[src/rtl/dsc_pkg.sv]
package dsc_pkg;
  typedef struct packed {
    logic advance;   // valid pixel: shift taps
    logic restart;   // valid pixel that opens a line
    logic keep;      // valid pixel that is emitted
    logic filterOn;  // filter path selected
  } dscCtrl_t;
endpackage

[src/rtl/dsc_ctrl.sv]
module dsc_ctrl
  import dsc_pkg::*;
#(
  parameter int FACT_W = 4
) (
  input  logic              clk,
  input  logic              rst_n,
  input  logic              enable,
  input  logic              typeSel,
  input  logic [FACT_W-1:0] factorM,
  input  logic              lineStart,
  input  logic              inValid,
  output dscCtrl_t          ctrl
);
  logic [FACT_W-1:0] posQ;
  logic [FACT_W-1:0] posNow;
  logic              keepHere;

  assign posNow = lineStart ? '0 : posQ;

  always_comb begin
    if (!enable)      keepHere = 1'b1;
    else if (typeSel) keepHere = (factorM == '0) || (posNow != factorM);
    else              keepHere = (posNow == '0);
  end

  always_ff @(posedge clk) begin
    if (!rst_n)       posQ <= '0;
    else if (inValid) posQ <= (posNow >= factorM) ? '0 : posNow + 1'b1;
  end

  assign ctrl.advance  = inValid;
  assign ctrl.restart  = inValid && lineStart;
  assign ctrl.keep     = inValid && keepHere;
  assign ctrl.filterOn = enable;

  // group position never passes m while m is held
  p_pos_bound_r3: assert property (@(posedge clk) disable iff (!rst_n)
    ($past(inValid) && $stable(factorM)) |-> (posQ <= factorM));

  // pattern 0 never keeps two pixels in a row inside a line
  p_typea_sparse_r2: assert property (@(posedge clk) disable iff (!rst_n)
    (enable && !typeSel && factorM != '0 && ctrl.keep) |=>
    !(ctrl.keep && !lineStart && enable && !typeSel && $stable(factorM)));
endmodule

[src/rtl/dsc_datapath.sv]
module dsc_datapath
  import dsc_pkg::*;
#(
  parameter int LUMA_W     = 8,
  parameter int CHROMA_W   = 8,
  parameter int COEF_W     = 4,
  parameter int TAPS       = 4,
  parameter int NORM_SHIFT = 4
) (
  input  logic                         clk,
  input  logic                         rst_n,
  input  dscCtrl_t                     ctrl,
  input  logic [TAPS-1:0][COEF_W-1:0]  coefs,   // index 0 = newest tap
  input  logic [LUMA_W-1:0]            inLuma,
  input  logic [CHROMA_W-1:0]          inChroma,
  output logic                         outValid,
  output logic [LUMA_W-1:0]            outLuma,
  output logic [CHROMA_W-1:0]          outChroma
);
  localparam int PROD_W = LUMA_W + COEF_W;
  localparam int SUM_W  = PROD_W + $clog2(TAPS) + 1;
  localparam logic [LUMA_W-1:0] LUMA_MAX = '1;

  logic [LUMA_W-1:0] tapQ   [TAPS-1];
  logic [LUMA_W-1:0] window [TAPS];
  logic [PROD_W-1:0] prod   [TAPS];
  logic [SUM_W-1:0]  sumC, roundC, scaledC;
  logic [LUMA_W-1:0] satLuma;

  assign window[0] = inLuma;
  genvar k;
  generate
    for (k = 1; k < TAPS; k++) begin : g_win
      assign window[k] = ctrl.restart ? inLuma : tapQ[k-1];
    end
    for (k = 0; k < TAPS; k++) begin : g_mul
      assign prod[k] = PROD_W'(window[k]) * PROD_W'(coefs[k]);
    end
    for (k = 0; k < TAPS - 1; k++) begin : g_dly
      always_ff @(posedge clk) begin
        if (!rst_n)            tapQ[k] <= '0;
        else if (ctrl.advance) tapQ[k] <= window[k];
      end
    end
  endgenerate

  always_comb begin
    sumC = '0;
    for (int i = 0; i < TAPS; i++) sumC = sumC + SUM_W'(prod[i]);
    roundC  = sumC + SUM_W'(1 << (NORM_SHIFT - 1));
    scaledC = roundC >> NORM_SHIFT;
    satLuma = (|scaledC[SUM_W-1:LUMA_W]) ? LUMA_MAX : scaledC[LUMA_W-1:0];
  end

  always_ff @(posedge clk) begin
    if (!rst_n) begin
      outValid  <= 1'b0;
      outLuma   <= '0;
      outChroma <= '0;
    end else begin
      outValid <= ctrl.keep;
      if (ctrl.keep) begin
        outLuma   <= ctrl.filterOn ? satLuma : inLuma;
        outChroma <= inChroma;
      end
    end
  end

  p_bypass_r1: assert property (@(posedge clk) disable iff (!rst_n)
    (ctrl.advance && !ctrl.filterOn) |=> (outValid && outLuma == $past(inLuma)));

  p_gap_r8: assert property (@(posedge clk) disable iff (!rst_n)
    !ctrl.keep |=> !outValid);

  p_restart_keep_r4: assert property (@(posedge clk) disable iff (!rst_n)
    ctrl.restart |=> outValid);

  p_chroma_pass_r7: assert property (@(posedge clk) disable iff (!rst_n)
    ctrl.keep |=> (outChroma == $past(inChroma)));
endmodule

[src/rtl/luma_downscaler.sv]
module luma_downscaler
  import dsc_pkg::*;
#(
  parameter int LUMA_W   = 8,
  parameter int CHROMA_W = 8,
  parameter int FACT_W   = 4,
  parameter int COEF_W   = 4
) (
  input  logic                clk,
  input  logic                rst_n,
  input  logic                enable,
  input  logic                typeSel,
  input  logic [FACT_W-1:0]   factorM,
  input  logic [COEF_W-1:0]   coef1,
  input  logic [COEF_W-1:0]   coef2,
  input  logic [COEF_W-1:0]   coef3,
  input  logic [COEF_W-1:0]   coef4,
  input  logic                lineStart,
  input  logic                inValid,
  input  logic [LUMA_W-1:0]   inLuma,
  input  logic [CHROMA_W-1:0] inChroma,
  output logic                outValid,
  output logic [LUMA_W-1:0]   outLuma,
  output logic [CHROMA_W-1:0] outChroma
);
  dscCtrl_t ctrl;
  logic [3:0][COEF_W-1:0] coefs;
  assign coefs = {coef4, coef3, coef2, coef1};

  dsc_ctrl #(.FACT_W(FACT_W)) u_ctrl (
    .clk(clk), .rst_n(rst_n), .enable(enable), .typeSel(typeSel),
    .factorM(factorM), .lineStart(lineStart), .inValid(inValid), .ctrl(ctrl)
  );

  dsc_datapath #(
    .LUMA_W(LUMA_W), .CHROMA_W(CHROMA_W), .COEF_W(COEF_W),
    .TAPS(4), .NORM_SHIFT(4)
  ) u_dp (
    .clk(clk), .rst_n(rst_n), .ctrl(ctrl), .coefs(coefs),
    .inLuma(inLuma), .inChroma(inChroma),
    .outValid(outValid), .outLuma(outLuma), .outChroma(outChroma)
  );
endmodule

[config.mk]
export PLATFORM = sky130hd
export DESIGN_NAME = luma_downscaler
export DESIGN_NICKNAME = d
export VERILOG_FILES = /design/src/rtl/dsc_pkg.sv /design/src/rtl/dsc_ctrl.sv /design/src/rtl/dsc_datapath.sv /design/src/rtl/luma_downscaler.sv
export SDC_FILE = /design/constraint.sdc
export NUM_CORES = 1
export LEC_CHECK = 0
export ABC_CLOCK_PERIOD_IN_PS = 11200
export BUFFER_PORTS_ARGS = -buffer_cell sky130_fd_sc_hd__buf_2
export CAP_MARGIN = 20
export CORE_MARGIN = 2
export CORE_UTILIZATION = 33
export CTS_CLUSTER_SIZE = 30
export DETAILED_ROUTE_END_ITERATION = 6
export REMOVE_ABC_BUFFERS = 1
export SLEW_MARGIN = 40
export SYNTH_ARGS = -nofsm -noshare
export SYNTH_HDL_FRONTEND = slang
export SYNTH_SLANG_ARGS = --single-unit
[constraint.sdc]
create_clock -name clk -period 11.2 [get_ports clk]
set_input_delay 1.68 -clock clk [delete_from_list [all_inputs] [get_ports clk]]
set_output_delay 1.68 -clock clk [all_outputs]
set_load 0.01 [all_outputs]
[Word level (Yosys, flattened, before mapping)]
Memories as Yosys holds them, arrays and structs flattened.
Index checks and enable logic that the tools add are counted.
Word-level totals
  register bits: 21
  bits in latches: 0
  bits in writable memories: 24
  memory bits (read-only): 0
  output and inout port bits: 17
  logic and storage cells: 41
  memories: 1
Memories
  u_dp.tapQ: depth 3, width 8, read ports 3, clocked after memory_dff 0, wr ports 3, line dsc_datapath.sv:24  | logic [LUMA_W-1:0] tapQ [TAPS-1];
Cells by class
  add/subtract/negate cells: 5
  $mul: 4
  divide/modulo/power cells: 0
  $lt $le $gt $ge: 1
  equal/unequal tests: 1
  shift operators: 0
  muxes and demuxes: 16
  bitwise operators: 3
  reductions and logical operators: 6
Operator list (number)
  8-bit two-way mux: 8
  8-bit by 4-bit multiplier with 12-bit output: 4
  15-bit by 12-bit adder with 15-bit output: 2
  15-bit by 4-bit adder with 15-bit output, second input constant: 1
  12-bit by 12-bit adder with 13-bit output: 1
  4-bit zero test: 2
  4-bit two-way mux: 2
  1-bit two-way mux: 6
  4-bit by 1-bit adder with 4-bit output, second input constant: 1
  4-bit >= comparator: 1
  4-bit != test: 1
  1-bit bitwise OR: 3
  3-bit OR reduction: 1
  1-bit logical AND: 2
  1-bit logical OR: 1

[Depth between registers and ports, before layout]
  depth after elaboration: 10
  depth in mapped cells: 34
  gate-level depth less buffers: 32

[Modules after synthesis]
A second synthesis with hierarchy kept.
Unflattened totals
  cells, all modules: 655
  area total of the unflattened synthesis: 6276.0 um2
Modules (own cells, without submodules)
  dsc_datapath: instances 1, cells an instance 608, area an instance 5900.7 um2, sequential area each 1061.0 um2
  dsc_ctrl: instances 1, cells an instance 47, area an instance 375.4 um2, sequential area each 80.1 um2

[Least setup slack after synthesis]
No wires, ideal clock.
  kind: input port to flip-flop
  start point: input inValid
  end point: register u_dp.outLuma[5]
  arrival: 9430 ps
  required time: 11074 ps
  setup slack: 1644 ps
  stages on the path: 33
  cell sequence: clkbuf_1 > nand2_1 > clkbuf_1 > a21oi_1 > nor2b_1 > fa_1 > inv_1 > fa_1 > inv_1 > fa_1 > inv_1 > fa_1 > inv_1 > fa_1 > a21o_1 > a21oi_1 > nor2b_1 > o21a_1 > nor2_1 > xnor2_1 > ha_1 > inv_1 > fa_1 > fa_1 > fa_1 > inv_1 > ha_1 > a21o_1 > o21bai_1 > o41a_1 > o22a_1 > nor4_1 > o22ai_1
Between the ends
  cells in the longest elaborated chain, start to end: 10
  elaborated cells between the ends (all ways): 15
  classes of those cells: 4 x add/sub; 3 x mul; 5 x mux; 3 x reduce/logical
RTL lines
  from (decl): line luma_downscaler.sv:19  | input logic inValid,
  1-bit logical AND: line dsc_ctrl.sv:33  | assign ctrl.restart = inValid && lineStart;
  8-bit two-way mux: line dsc_datapath.sv:34  | assign window[k] = ctrl.restart ? inLuma : tapQ[k-1];
  8-bit by 4-bit multiplier with 12-bit output: line dsc_datapath.sv:37  | assign prod[k] = PROD_W'(window[k]) * PROD_W'(coefs[k]);
  12-bit by 12-bit adder with 13-bit output: line dsc_datapath.sv:49  | for (int i = 0; i < TAPS; i++) sumC = sumC + SUM_W'(prod[i]);
  15-bit by 12-bit adder with 15-bit output (2 in series): line dsc_datapath.sv:49
  15-bit by 4-bit adder with 15-bit output: line dsc_datapath.sv:50  | roundC = sumC + SUM_W'(1 << (NORM_SHIFT - 1));
  3-bit OR reduction: line dsc_datapath.sv:52  | satLuma = (|scaledC[SUM_W-1:LUMA_W]) ? LUMA_MAX : scaledC[LUMA_W-1:0];
  8-bit two-way mux: line dsc_datapath.sv:52
  8-bit two-way mux: line dsc_datapath.sv:63  | outLuma <= ctrl.filterOn ? satLuma : inLuma;
  to (signal assigned): line dsc_datapath.sv:63
  to (decl): line dsc_datapath.sv:17  | output logic [LUMA_W-1:0] outLuma,
Parallel ways exist; a longest one is shown, timed or not.
A chain may end at the register's enable or synchronous reset.

[Worst setup path in the final report]
  start point: input inValid
  end point: register u_dp.outLuma[3]
Same word-level chain as after synthesis.

==> metrics.txt <==
status=complete, no violations; number of DRC markers in iteration 0=294; drt wl/cell=14.5 um; # Post-CTS Setup Buffers=0; Site Rows=51; Most Frequent Cell on Critical Path=fa_1; Antenna Nets Post-Route=0; Syn. warnings=0; vias per cell=4.65; XOR/XNOR share of the synthesized area=2.18%; Max Root-Sink Buffers=2; register clock-pin slew on the reported worst setup and hold paths=60 ps; final setup fails=0; global route overflow=0; crit-path max FO=21; Critical Path Max Stage Delay=510 ps; via count=4671; WP data required=11340 ps; drt pass-1 iters=4; Hold Path Class=reg -> reg; max-cap violations=0; vias in the first global route=4618; hold buffers post-CTS=0; Hold Path Stages=2; CP Depth=31; GRT Util Overall=15.0%; final hold slack=488 ps; max-slew violations=0; # DRC=0; main combinational cell family by area after synthesis=adder cells; Final Hold Viols=0; Seq cells post-synth=45; Die H=between 100 and 150 um; CP startpoint=inValid; Reg2Reg Launch Point=u_dp.tapQ[0][1]; Initial Util=33.3%; worst slew pin tran=between 700 and 800 ps; # IOs=59; H-tree levels=2; TNS Setup=0 ps; Relative slew margins=47.7%; final wirelength=14.6 mm; fin nets=933; CTS sink count=45; port bufs=58; Synth Flop Type=edfxtp_1; Worst Skew=6.11 ps; Mapped Avg Cell Area=9.43 um2; Distinct cells, synth=49; worst skew pair latency=between 200 and 300 ps; hold path start=u_dp.outLuma[5]; RSZ-0062 raised after global routing=no; initial antenna violation count=0; area grow syn2layout=11.3%; cells after synthesis=683; startpoint types=primary input; mux share of post-synthesis cell area=1.42%; Fmax=0.101 GHz; Synth Area in Compound Gates=roughly 10%; WP data arrival=10010 ps; die width=144 um; CTS Buf Count=5; TritonCTS clock tree=done; Synth Cell Area=6440 um2; largest net degree at the start of global routing=27; critical path endpoint category=flop; core box area=19300 um2; simple-gate share of the synthesized area=19.3%; register area share after synthesis=between 10% and 20%; fraction of layout cells with a size suffix above 1=10.6%; first-pass GRT wire length=24.2 mm; critical path class=in -> reg; GP Congestion=0.828; post-DP HPWL=about 12 mm; fill count=~2000; root buffer cell=clkbuf_16; Die ar.=between 20000 and 25000 um2; Period Utilization, post-route=88.1%; min cycle time layout=around 10000 ps; total inserted antenna cells=0; Buffers & Inverters on Critical Path=6; number of synthesized flops with an enable pin=24; fraction of registers with async set or reset after synthesis=0%; post-CTS sizing=0; Crit-path slowest cell=fa_1; reg2reg path depth=29; cell family with most CP delay=adder cells; adder-cell share of the synthesized area=40.8%
==> state kept, by name, summed over array words and instances (netlist names) <==
register and cells:
u_dp.outLuma 8, u_ctrl.posQ 4, u_dp.tapQ 24, u_dp.outChroma 8, u_dp.outValid 1
==> synthesized netlist by cell type (all sizes together) (12+ instances only) <==
cell	count	area share, %
edfxtp	24	11
dfxtp	21	6.5
inv	131	7.6
and2	45	4.4
o21ai	12	0.99
a21o	19	2.2
nand2b	17	1.7
nand2	46	2.7
fa	95	30
and3	19	1.9
ha	58	11
a21oi	28	2.2
nor2b	61	5.9
nor2	16	0.93
==> area by class of cell <==
| type | count | area, um2 | area share (%) |
|---|---|---|---|
| clock buffer | 7 | 133 | 1.85 |
| multi-input combinational | 496 | 4770 | 66.5 |
| inverter | 131 | 492 | 6.86 |
| sequential | 45 | 1140 | 15.9 |
| timing repair buffer | 59 | 298 | 4.15 |
| tap | 265 | 332 | 4.63 |
| clock inverter | 1 | 5.00 | 0.0698 |
==> worst paths after layout <==
kind / to / slack (ps)
max: u_dp.outLuma[3] / 1330
min: u_dp.outLuma[5] / 490
max reg2reg: u_dp.outLuma[3] / 2930
min reg2reg: u_dp.outLuma[5] / 490
==> kinds of logic (layout without fill, tap and decap cells) <==
group,count (synthesis),in the layout
compound gates,95,95
simple gates,223,223
buf+inv,142,198
xor+xnor,16,16
fa+ha+maj,153,153
mux,9,9
flops,45,45
==> metal layers <==
| layer | GRT usage [%] | share of wire (%) | vias up |
|---|---|---|---|
| met5 | 0 | 0 | - |
| met4 | 0.929 | 0.062 | 0 |
| met3 | 1.93 | 4.6 | 2 |
| met2 | 25.5 | 48 | 91 |
| met1 | 21.4 | 47 | 2271 |
| li1 | - | - | 2307 |
==> worst min-delay path: cells and delay by family, from the launching register on <==
family          cells  cell delay (ps)
simple gates        1               60
flops               1              320
compound gates      1               60
==> stage by stage <==
stage | instances | util (%) | cell area (um2) | setup WS (ps)
6_report | 1004 | 37.1 | 7170 | 1330
5_1_grt | 1004 | 37.1 | 7170 | 795
4_1_cts | 1004 | 37.0 | 7160 | 1390
3_5_place_dp | 996 | 36.3 | 7030 | 1090
3_3_place_gp | 996 | 36.3 | 7020 | 1190
2_1_floorplan | 672 | - | 6390 | 1780
==> placed cells by master (no fill, tap or decap), types with 2 or more instances in the layout <==
cell type,instances
a21o_1,19
a21oi_1,27
a22o_1,3
a31oi_1,6
and2_1,44
and3_1,18
buf_2,58
clkbuf_1,2
clkbuf_16,5
dfxtp_1,21
edfxtp_1,24
fa_1,95
ha_1,58
inv_1,130
mux2i_1,8
nand2_1,46
nand2b_1,17
nand3_1,7
nand3b_1,2
nor2_1,16
nor2b_1,61
nor3_1,3
nor4_1,4
o21a_1,2
o21ai_0,11
o21bai_1,3
o221ai_1,6
o22ai_1,2
o31ai_1,2
xnor2_1,11
xor2_1,5
Power is not shown: default switching activity piles up to over one toggle a cycle in this logic, so the estimate is an artifact.
